===== src/rtl/opcache_pkg.sv =====
package opcache_pkg;
  localparam int ADDR_W  = 32;
  localparam int DATA_W  = 32;
  localparam int WORDS   = 4;
  localparam int LINES   = 16;
  localparam int ZERO_HI = 3;
  localparam int BYTE_W  = $clog2(DATA_W / 8);
  localparam int WSEL_W  = $clog2(WORDS);
  localparam int OFF_W   = WSEL_W + BYTE_W;
  localparam int IDX_W   = $clog2(LINES);
  localparam int TAG_W   = ADDR_W - IDX_W - OFF_W;
  localparam int LINE_W  = ADDR_W - OFF_W;

  typedef enum logic [1:0] {SEL_FILL, SEL_WT, SEL_DRAIN} memSel_e;

  typedef struct packed {
    logic              fillWr;
    logic              fillDone;
    logic              cpuWr;
    logic              setDirty;
    logic              bufLoad;
    memSel_e           memSel;
    logic [WSEL_W-1:0] fillIdx;
    logic [WSEL_W-1:0] drainIdx;
  } ctrlStrobe_t;
endpackage


===== src/rtl/opcache_dp.sv =====
module opcache_dp
  import opcache_pkg::*;
(
  input  logic              clk,
  input  logic              rstN,
  input  logic [ADDR_W-1:0] cpuAddr,
  input  logic [DATA_W-1:0] cpuWdata,
  input  ctrlStrobe_t       strobe,
  input  logic [DATA_W-1:0] memRdata,
  output logic              hit,
  output logic              victimDirty,
  output logic [DATA_W-1:0] cpuRdata,
  output logic [ADDR_W-1:0] memAddr,
  output logic [DATA_W-1:0] memWdata
);
  logic [TAG_W-1:0]  tagArr  [LINES];
  logic [DATA_W-1:0] dataArr [LINES][WORDS];
  logic [LINES-1:0]  validArr, dirtyArr;
  logic [LINE_W-1:0] bufLine;
  logic [DATA_W-1:0] bufData [WORDS];

  logic [IDX_W-1:0]  idx;
  logic [TAG_W-1:0]  tag;
  logic [WSEL_W-1:0] wordSel;

  assign idx     = cpuAddr[OFF_W +: IDX_W];
  assign tag     = cpuAddr[ADDR_W-1 -: TAG_W];
  assign wordSel = cpuAddr[BYTE_W +: WSEL_W];

  assign hit         = validArr[idx] && (tagArr[idx] == tag);
  assign victimDirty = validArr[idx] && dirtyArr[idx];
  assign cpuRdata    = dataArr[idx][wordSel];

  always_ff @(posedge clk or negedge rstN) begin
    if (!rstN) begin
      validArr <= '0;
      dirtyArr <= '0;
    end else if (strobe.fillDone) begin
      validArr[idx] <= 1'b1;
      dirtyArr[idx] <= 1'b0;
    end else if (strobe.setDirty) begin
      dirtyArr[idx] <= 1'b1;
    end
  end

  always_ff @(posedge clk) begin
    if (strobe.fillWr) dataArr[idx][strobe.fillIdx] <= memRdata;
    if (strobe.cpuWr)  dataArr[idx][wordSel] <= cpuWdata;
    if (strobe.fillDone) tagArr[idx] <= tag;
    if (strobe.bufLoad) begin
      bufLine <= {{ZERO_HI{1'b0}}, tagArr[idx][TAG_W-ZERO_HI-1:0], idx};
      for (int w = 0; w < WORDS; w++) bufData[w] <= dataArr[idx][w];
    end
  end

  always_comb begin
    unique case (strobe.memSel)
      SEL_FILL: memAddr = {cpuAddr[ADDR_W-1:OFF_W], strobe.fillIdx, {BYTE_W{1'b0}}};
      SEL_WT:   memAddr = cpuAddr;
      default:  memAddr = {bufLine, strobe.drainIdx, {BYTE_W{1'b0}}};
    endcase
    memWdata = (strobe.memSel == SEL_WT) ? cpuWdata : bufData[strobe.drainIdx];
  end


  fill_marks_valid_clean_chk: assert property (@(posedge clk) disable iff (!rstN)
    strobe.fillDone |=> validArr[$past(idx)] && !dirtyArr[$past(idx)]);


  store_marks_dirty_chk: assert property (@(posedge clk) disable iff (!rstN)
    strobe.setDirty |=> dirtyArr[$past(idx)]);
endmodule


===== src/rtl/opcache_ctrl.sv =====
module opcache_ctrl
  import opcache_pkg::*;
(
  input  logic        clk,
  input  logic        rstN,
  input  logic        wbMode,
  input  logic        cpuReq,
  input  logic        cpuWe,
  input  logic        hit,
  input  logic        victimDirty,
  input  logic        memAck,
  output logic        cpuReady,
  output logic        memReq,
  output logic        memWe,
  output ctrlStrobe_t strobe
);
  typedef enum logic [1:0] {ST_IDLE, ST_FILL, ST_WTWR} state_e;

  state_e            state, nextState;
  logic [WSEL_W-1:0] fillCnt, drainCnt;
  logic              bufValid;
  logic              lastFill, lastDrain, drainAck;

  assign lastFill  = (fillCnt == WSEL_W'(WORDS - 1));
  assign lastDrain = (drainCnt == WSEL_W'(WORDS - 1));
  assign drainAck  = (state == ST_IDLE) && bufValid && memAck;

  always_comb begin
    strobe          = '0;
    strobe.memSel   = SEL_DRAIN;
    strobe.fillIdx  = fillCnt;
    strobe.drainIdx = drainCnt;
    cpuReady  = 1'b0;
    memReq    = 1'b0;
    memWe     = 1'b0;
    nextState = state;
    unique case (state)
      ST_IDLE: begin
        if (bufValid) begin
          memReq = 1'b1;
          memWe  = 1'b1;
        end
        if (cpuReq) begin
          if (hit && !cpuWe) begin
            cpuReady = 1'b1;
          end else if (hit && wbMode) begin
            cpuReady        = 1'b1;
            strobe.cpuWr    = 1'b1;
            strobe.setDirty = 1'b1;
          end else if (!bufValid) begin
            if (cpuWe && !wbMode) begin
              nextState = ST_WTWR;
            end else begin
              nextState      = ST_FILL;
              strobe.bufLoad = victimDirty;
            end
          end
        end
      end
      ST_FILL: begin
        memReq        = 1'b1;
        strobe.memSel = SEL_FILL;
        if (memAck) begin
          strobe.fillWr = 1'b1;
          if (lastFill) begin
            strobe.fillDone = 1'b1;
            nextState       = ST_IDLE;
          end
        end
      end
      default: begin
        memReq        = 1'b1;
        memWe         = 1'b1;
        strobe.memSel = SEL_WT;
        if (memAck) begin
          cpuReady     = 1'b1;
          strobe.cpuWr = hit;
          nextState    = ST_IDLE;
        end
      end
    endcase
  end

  always_ff @(posedge clk or negedge rstN) begin
    if (!rstN) begin
      state    <= ST_IDLE;
      fillCnt  <= '0;
      drainCnt <= '0;
      bufValid <= 1'b0;
    end else begin
      state <= nextState;
      if (state == ST_FILL && memAck) fillCnt <= fillCnt + 1'b1;
      if (drainAck) drainCnt <= drainCnt + 1'b1;
      if (strobe.bufLoad) bufValid <= 1'b1;
      else if (drainAck && lastDrain) bufValid <= 1'b0;
    end
  end


  mem_hold_chk: assert property (@(posedge clk) disable iff (!rstN)
    memReq && !memAck |=> memReq && $stable(memWe));


  ready_needs_req_chk: assert property (@(posedge clk) disable iff (!rstN)
    cpuReady |-> cpuReq);


  buf_load_empty_chk: assert property (@(posedge clk) disable iff (!rstN)
    strobe.bufLoad |-> !bufValid);


  buf_fill_first_chk: assert property (@(posedge clk) disable iff (!rstN)
    $rose(bufValid) |-> state == ST_FILL);
endmodule


===== src/rtl/opcache_wb.sv =====
module opcache_wb
  import opcache_pkg::*;
(
  input  logic              clk,
  input  logic              rstN,
  input  logic              wbMode,
  input  logic              cpuReq,
  input  logic              cpuWe,
  input  logic [ADDR_W-1:0] cpuAddr,
  input  logic [DATA_W-1:0] cpuWdata,
  output logic [DATA_W-1:0] cpuRdata,
  output logic              cpuReady,
  output logic              memReq,
  output logic              memWe,
  output logic [ADDR_W-1:0] memAddr,
  output logic [DATA_W-1:0] memWdata,
  input  logic [DATA_W-1:0] memRdata,
  input  logic              memAck
);
  ctrlStrobe_t strobe;
  logic        hit, victimDirty;

  opcache_ctrl uCtrl (
    .clk(clk), .rstN(rstN), .wbMode(wbMode), .cpuReq(cpuReq), .cpuWe(cpuWe),
    .hit(hit), .victimDirty(victimDirty), .memAck(memAck),
    .cpuReady(cpuReady), .memReq(memReq), .memWe(memWe), .strobe(strobe)
  );

  opcache_dp uDp (
    .clk(clk), .rstN(rstN), .cpuAddr(cpuAddr), .cpuWdata(cpuWdata),
    .strobe(strobe), .memRdata(memRdata), .hit(hit), .victimDirty(victimDirty),
    .cpuRdata(cpuRdata), .memAddr(memAddr), .memWdata(memWdata)
  );
endmodule


===== config.mk =====
export PLATFORM = sky130hd
export DESIGN_NAME = opcache_wb
export DESIGN_NICKNAME = d
export VERILOG_FILES = /design/src/rtl/opcache_pkg.sv /design/src/rtl/opcache_dp.sv /design/src/rtl/opcache_ctrl.sv /design/src/rtl/opcache_wb.sv
export SDC_FILE = /design/constraint.sdc
export NUM_CORES = 2
export LEC_CHECK = 0
export CAP_MARGIN = 10
export CORE_MARGIN = 3
export CORE_UTILIZATION = 29
export DETAILED_ROUTE_END_ITERATION = 7
export PLACE_DENSITY_LB_ADDON = 0.12
export REMOVE_ABC_BUFFERS = 1
export SLEW_MARGIN = 0
export SYNTH_ARGS = -nofsm -noshare
export SYNTH_HDL_FRONTEND = slang
export SYNTH_SLANG_ARGS = --single-unit

===== constraint.sdc =====
create_clock -name clk -period 12 [get_ports clk]
set_input_delay 3 -clock clk [delete_from_list [all_inputs] [get_ports clk]]
set_output_delay 3 -clock clk [all_outputs]
set_load 0.01 [all_outputs]

* Word-level counts from Yosys, hierarchy flattened *
Memory sizes are Yosys's and may differ from the RTL's.
Cells that the tools add are included.

operators by class
  reduce and logical (&&, ||, !) cells = 20
  add/sub/neg operators = 2
  equality and inequality tests = 11
  order comparisons = 6
  multiplexer cells = 185
  bitwise logic cells = 134

operators with widths
  cell                                                        number
  2-to-1 mux 128 bit                                          2
  2-to-1 mux 32 bit                                           5
  2-to-1 mux 1 bit                                            150
  demux 32 bit (select 2 bit)                                 2
  OR 1 bit                                                    128
  binary-select mux 32 bit (select 2 bit)                     1
  case mux 32 bit (2 select lines)                            1
  2-to-1 mux 16 bit                                           2
  OR 16 bit                                                   2
  equality test 24 bit                                        1
  2-to-1 mux 2 bit                                            12
  AND 16 bit                                                  1
  NOT 16 bit                                                  1
  logical AND 1 bit                                           12
  != test 2 bit, second input constant                        5
  binary-select mux 1 bit (select 4 bit)                      2
  case mux 2 bit (2 select lines)                             2
  AND reduction 7 bit                                         1
  greater-or-equal comparator 3 bit, second input constant    2
  less-than comparator 3 x 1 -> 1 bit, second input constant  2
  2-to-1 mux 3 bit                                            2
  NOT 2 -> 3 bit                                              2
  case mux 1 bit (2 select lines)                             3
  nonzero test 2 bit                                          3
  9 further kinds                                             14

storage, ports and cells
  memories kept = 3
  output and inout port bits = 99
  bits of input ports = 102
  register bits after elaboration = 64
  memory bits (writable) = 2560
  logic and storage cells = 368

memories
  name         depth  width  read ports  clocked after Yosys merged registers in  wr ports  line              source
  uDp.dataArr  16     128    1           0                                        1         opcache_dp.sv:17  logic [DATA_W-1:0] dataArr [LINES][WORDS];
  uDp.tagArr   16     24     1           0                                        1         opcache_dp.sv:16  logic [TAG_W-1:0] tagArr [LINES];
  uDp.bufData  4      32     1           0                                        4         opcache_dp.sv:20  logic [DATA_W-1:0] bufData [WORDS];

* Longest topological paths before layout *
  word-level depth = 12
  gate-level depth with buffers = 15
  depth with buffers taken out = 8

* Cells and area by module *
Synthesis repeated with hierarchy kept, for this count alone.

unflattened totals
  cells, all modules = 4279
  area, all modules = 102448.3 sq um

by module, submodules not included
  module        sequential area each (sq um)  area each (sq um)  instances  cells an instance
  opcache_dp    78425.2                       101999.1           1          4235
  opcache_ctrl  175.2                         449.2              1          44

* Least setup slack after synthesis *
No wires, ideal clock.

  path type = input-to-reg
  from = input cpuAddr[7]
  to = memory uDp.bufData[0][0], enable pin
  stages on the path = 11
  required time = 11332 ps
  setup slack = -141 ps
  buffers on the path = 4
  data arrival time = 11473 ps
  library setup time = 668 ps
  cells stage by stage = buf_2 > buf_2 > clkbuf_1 > mux4_2 > o21ai_0 > xor2_1 > a41oi_1 > a221oi_4 > and3_1 > buf_2 > nor2_1

RTL lines
  what                line              source
  start: declaration  opcache_wb.sv:9   input logic [ADDR_W-1:0] cpuAddr,
  end: declaration    opcache_dp.sv:20

* Worst setup path after layout *
  from = input cpuAddr[5]
  to = output cpuReady

on the way
  cells in the longest elaborated chain, start to end = 8
  elaborated cells on any way between the ends = 11
  classes of those cells = eq/ne: 1; mux: 6; reduce/logical: 3; memory: 1

RTL lines
  what                                                                                   line                source
  memory (16 x 24 bit) / binary-select mux 1 bit (select 4 bit) (equally long branches)  n/a
  equality test 24 bit / 2-to-1 mux 1 bit (equally long branches)                        opcache_dp.sv:30    assign hit = validArr[idx] && (tagArr[idx] == tag);
  logical AND 1 bit (*)                                                                  opcache_dp.sv:30
  logical AND 1 bit                                                                      opcache_ctrl.sv:46  end else if (hit && wbMode) begin
  2-to-1 mux 1 bit                                                                       opcache_ctrl.sv:46
  2-to-1 mux 1 bit (*)                                                                   opcache_ctrl.sv:44  if (hit && !cpuWe) begin
  2-to-1 mux 1 bit (*)                                                                   opcache_ctrl.sv:43  if (cpuReq) begin
  case mux 1 bit (2 select lines) (*)                                                    opcache_ctrl.sv:37  unique case (state)
  end: declaration                                                                       opcache_wb.sv:12    output logic cpuReady,

Mark *: on every way between the ends. The rest lies on a longest branch, timed or not. The select of a mux whose other input is x is not followed.

==> results.yml <==
placement:
  io_buffers: 200
  dp_slack_ns: 1.27
  hpwl_um: 191000
  globalplace.congestion: 0.729
power_and_ir_drop:
  swShare: 0.226
  totalPowerFinal_mw: 20.5
  seq_power_share: 0.496
  peakVddDrop_mv: 0.109
  cellPowerDensity_nw_per_um2: 169
  p_leak_nw: 37.6
  p_sw_mw: 4.65
  internal_power_mw: 15.9
  p_comb_frac: 0.071
  clockPowerShare: 0.433
sta:
  finalMaxSlewViolations: 52
  whs_ns: 0.457
  fin_ws_ns: 1.41
  max_slew.worst_pin.slew_ns: 1.62
  hold_viol_final: 0
  slew_headroom: -0.0825
  max_freq_mhz: 94.4
  setup_tns_ns: 0
  period_needed_ns: 10.59
  fin_worst_skew_ns: 0.0809
  fin_crit_sh: 0.883
  setup_viol: 0
  rsz0062_at_grt: "no"
clocking:
  clk_pin_slew_ns: 0.06
  cts.sinks: 2624
  h-tree-depth: 5
  cts_setup_buffers: 0
  ctsHoldBuffers: 0
  cts-resized-gates: 0
  cts_tree: "done"
  clock_path_buffers: 4
  root_buffer: "clkbuf_16"
  worstSkewPairLatency_ns: 0.91
  numCtsBuffers: 307
synth:
  syn_inst: 4426
  netlist_area_sq_um: 103000
  ys_ff_latch: 2624
  avgSynthCellArea_sq_um: 23.3
  yosysSeqAreaShare: 0.763
  ys_warn_count: 0
  yosysUniqueCellTypes: 59
  synth-async-reset-ratio: 0.0149
  synth_edf_count: 2585
  synth_ff_type: "edfxtp_1"
worst_setup_path:
  worstPathRequired_ns: 9.00
  path_common_cell: "buf_4"
  cp_slowest_cell: "clkdlybuf4s50_1"
  crit_family: "buffers and inverters"
  cp.buffers_inverters: 5
  path_cells: "buf_8 > buf_12 > buf_4 > mux4_2 > mux2i_1 > xnor2_1 > nor4_1 > a41oi_1 > nor3_2 > and3_1 > buf_4 > a22o_1 > clkdlybuf4s50_1"
  critPathLaunchType: "input pin"
  worstSetupPathType: "input pin to output pin"
  cp.arrival_ns: 7.59
  cp_slowest_stage_delay_ns: 0.56
  path_max_fanout: 68
  endpoint_kind: "output pin"
detailed_routing:
  routed-via-count: 49985
  ant_nets: 0
  wl_per_cell_um: 34.7
  remaining_drc_errors: 0
  drtPass1Iterations: 5
  drt_wl_total_um: 341000
  drt_iter0_markers: 4761
  via_per_inst: 5.08
global_route:
  grt_pass1_vias: 51795
  globalRouteOverflowTotal: 0
  antenna_found_initial: 24
  grt_max_degree: 133
  grt_pass1_wl_um: 463000
  grt_usage: 0.185
floorplan:
  io_pins: 201
  initial_utilization: 0.292
  core_area_sq_um: 353000
  dieArea_sq_um: 363000
  die_w_um: 602
  rows: 218
  die_h_um: 602
final_layout:
  fin_nets: 4966
  drive_above_1_share: 0.316
  layout_commonest_cell: "edfxtp_1"
  syn2layout_area_growth_pct: 18.0
  final_cell_mix: "edfxtp_1, mux4_2, clkbuf_16"
status:
  outcome: "finished, violations left"
  violations: "max-slew violations"
job:
  maxCapViolations: 0
hold_path:
  min_path_type: "flop to flop"
-- stage by stage --
step	utilization	cell area, sq um	std cells
after floorplan	-	102000	4181
after global placement	0.317	112000	9280
after detailed placement	0.317	112000	9280
after CTS	0.344	122000	9825
after global routing	0.344	122000	9827
final	0.344	122000	9838
-- sequential cells by signal, indices dropped and copies added, names as in the netlist, named ones only --
| signal | cells |
|---|---|
| uDp.bufData | 128 |
| uDp.dataArr | 2048 |
| uCtrl.bufValid | 1 |
| uCtrl.drainCnt | 2 |
| uCtrl.fillCnt | 2 |
| uCtrl.state | 2 |
| uDp.tagArr | 384 |
| uDp.bufLine | 25 |
| uDp.validArr | 16 |
-- power by group through the flow --
stage / registers (mW) / logic [mW] / clock network (mW)
4_1_cts: 10.2 / 1.50 / 9.15
3_5_place_dp: 10.4 / 1.50 / 0
2_1_floorplan: 10.4 / 0.657 / 0
5_1_grt: 10.2 / 1.55 / 9.53
6_report: 10.2 / 1.46 / 8.90
3_3_place_gp: 10.4 / 1.49 / 0
-- final timing paths --
check,slack [ns],endpoint,startpoint,depth (start not counted)
setup / recovery,1.41,cpuReady,cpuAddr[5],13
hold / removal,0.46,uDp.validArr[9],uDp.validArr[9],1
setup reg to reg,6.42,uDp.dataArr[12][102],uDp.tagArr[0][21],11
hold reg to reg,0.46,uDp.validArr[9],uDp.validArr[9],1
max in group asynchronous,9.04,uCtrl.drainCnt[1],rstN,1
min in group asynchronous,2.26,uCtrl.bufValid,rstN,1
-- per-layer routing --
layer	vias to the layer above	routed length, um	share of wire	GRT usage
li1	19836	-	-	-
met1	28400	153000	0.45	0.264
met2	1394	165000	0.48	0.302
met3	353	16900	0.050	0.0293
met4	2	6220	0.018	0.0341
met5	-	11	0.000032	0
-- synthesized netlist by cell type, types with 20 or more instances --
cell type	instances	area, sq um
buf_1	33	124
nor2_1	35	131
nand2_1	182	683
clkbuf_1	148	556
mux4_2	793	17900
dfrtp_1	39	976
inv_1	30	113
buf_2	45	225
mux2i_1	84	841
mux2_2	144	1620
xnor2_1	20	175
a21oi_1	75	375
edfxtp_1	2585	77600
-- cell families after synthesis --
kind of cell,share of synthesized area
AO/OA/AOI/OAI,0.0107
XOR/XNOR,0.00289
adder cells (fa/ha/maj),0.000607
buffers and inverters,0.0118
flip-flops,0.763
multiplexers,0.199
AND/OR/NAND/NOR,0.0123
-- cell type report --
class	count	area, sq um
multi-input cells	1525	24000
flip-flops and latches	2624	78600
inverters	32	128
repair buffers	369	3460
diodes	13	32.5
clock inverters	136	1170
clock buffers	409	8240
fillers	32844	232000
well taps	4730	5920
-- worst reg2reg max path, stage by stage, from the launching register on --
cell and delay [ns]:
edfxtp_1 0.36, mux4_2 0.46, nand2_1 0.10, a21oi_1 0.08, a2111oi_0 0.65, o211ai_1 0.31
nor3_2 0.50, nand4_1 0.19, buf_4 0.40, buf_4 0.56, a21oi_4 1.05, buf_4 0.55
Power figures use the tool's default switching activity.
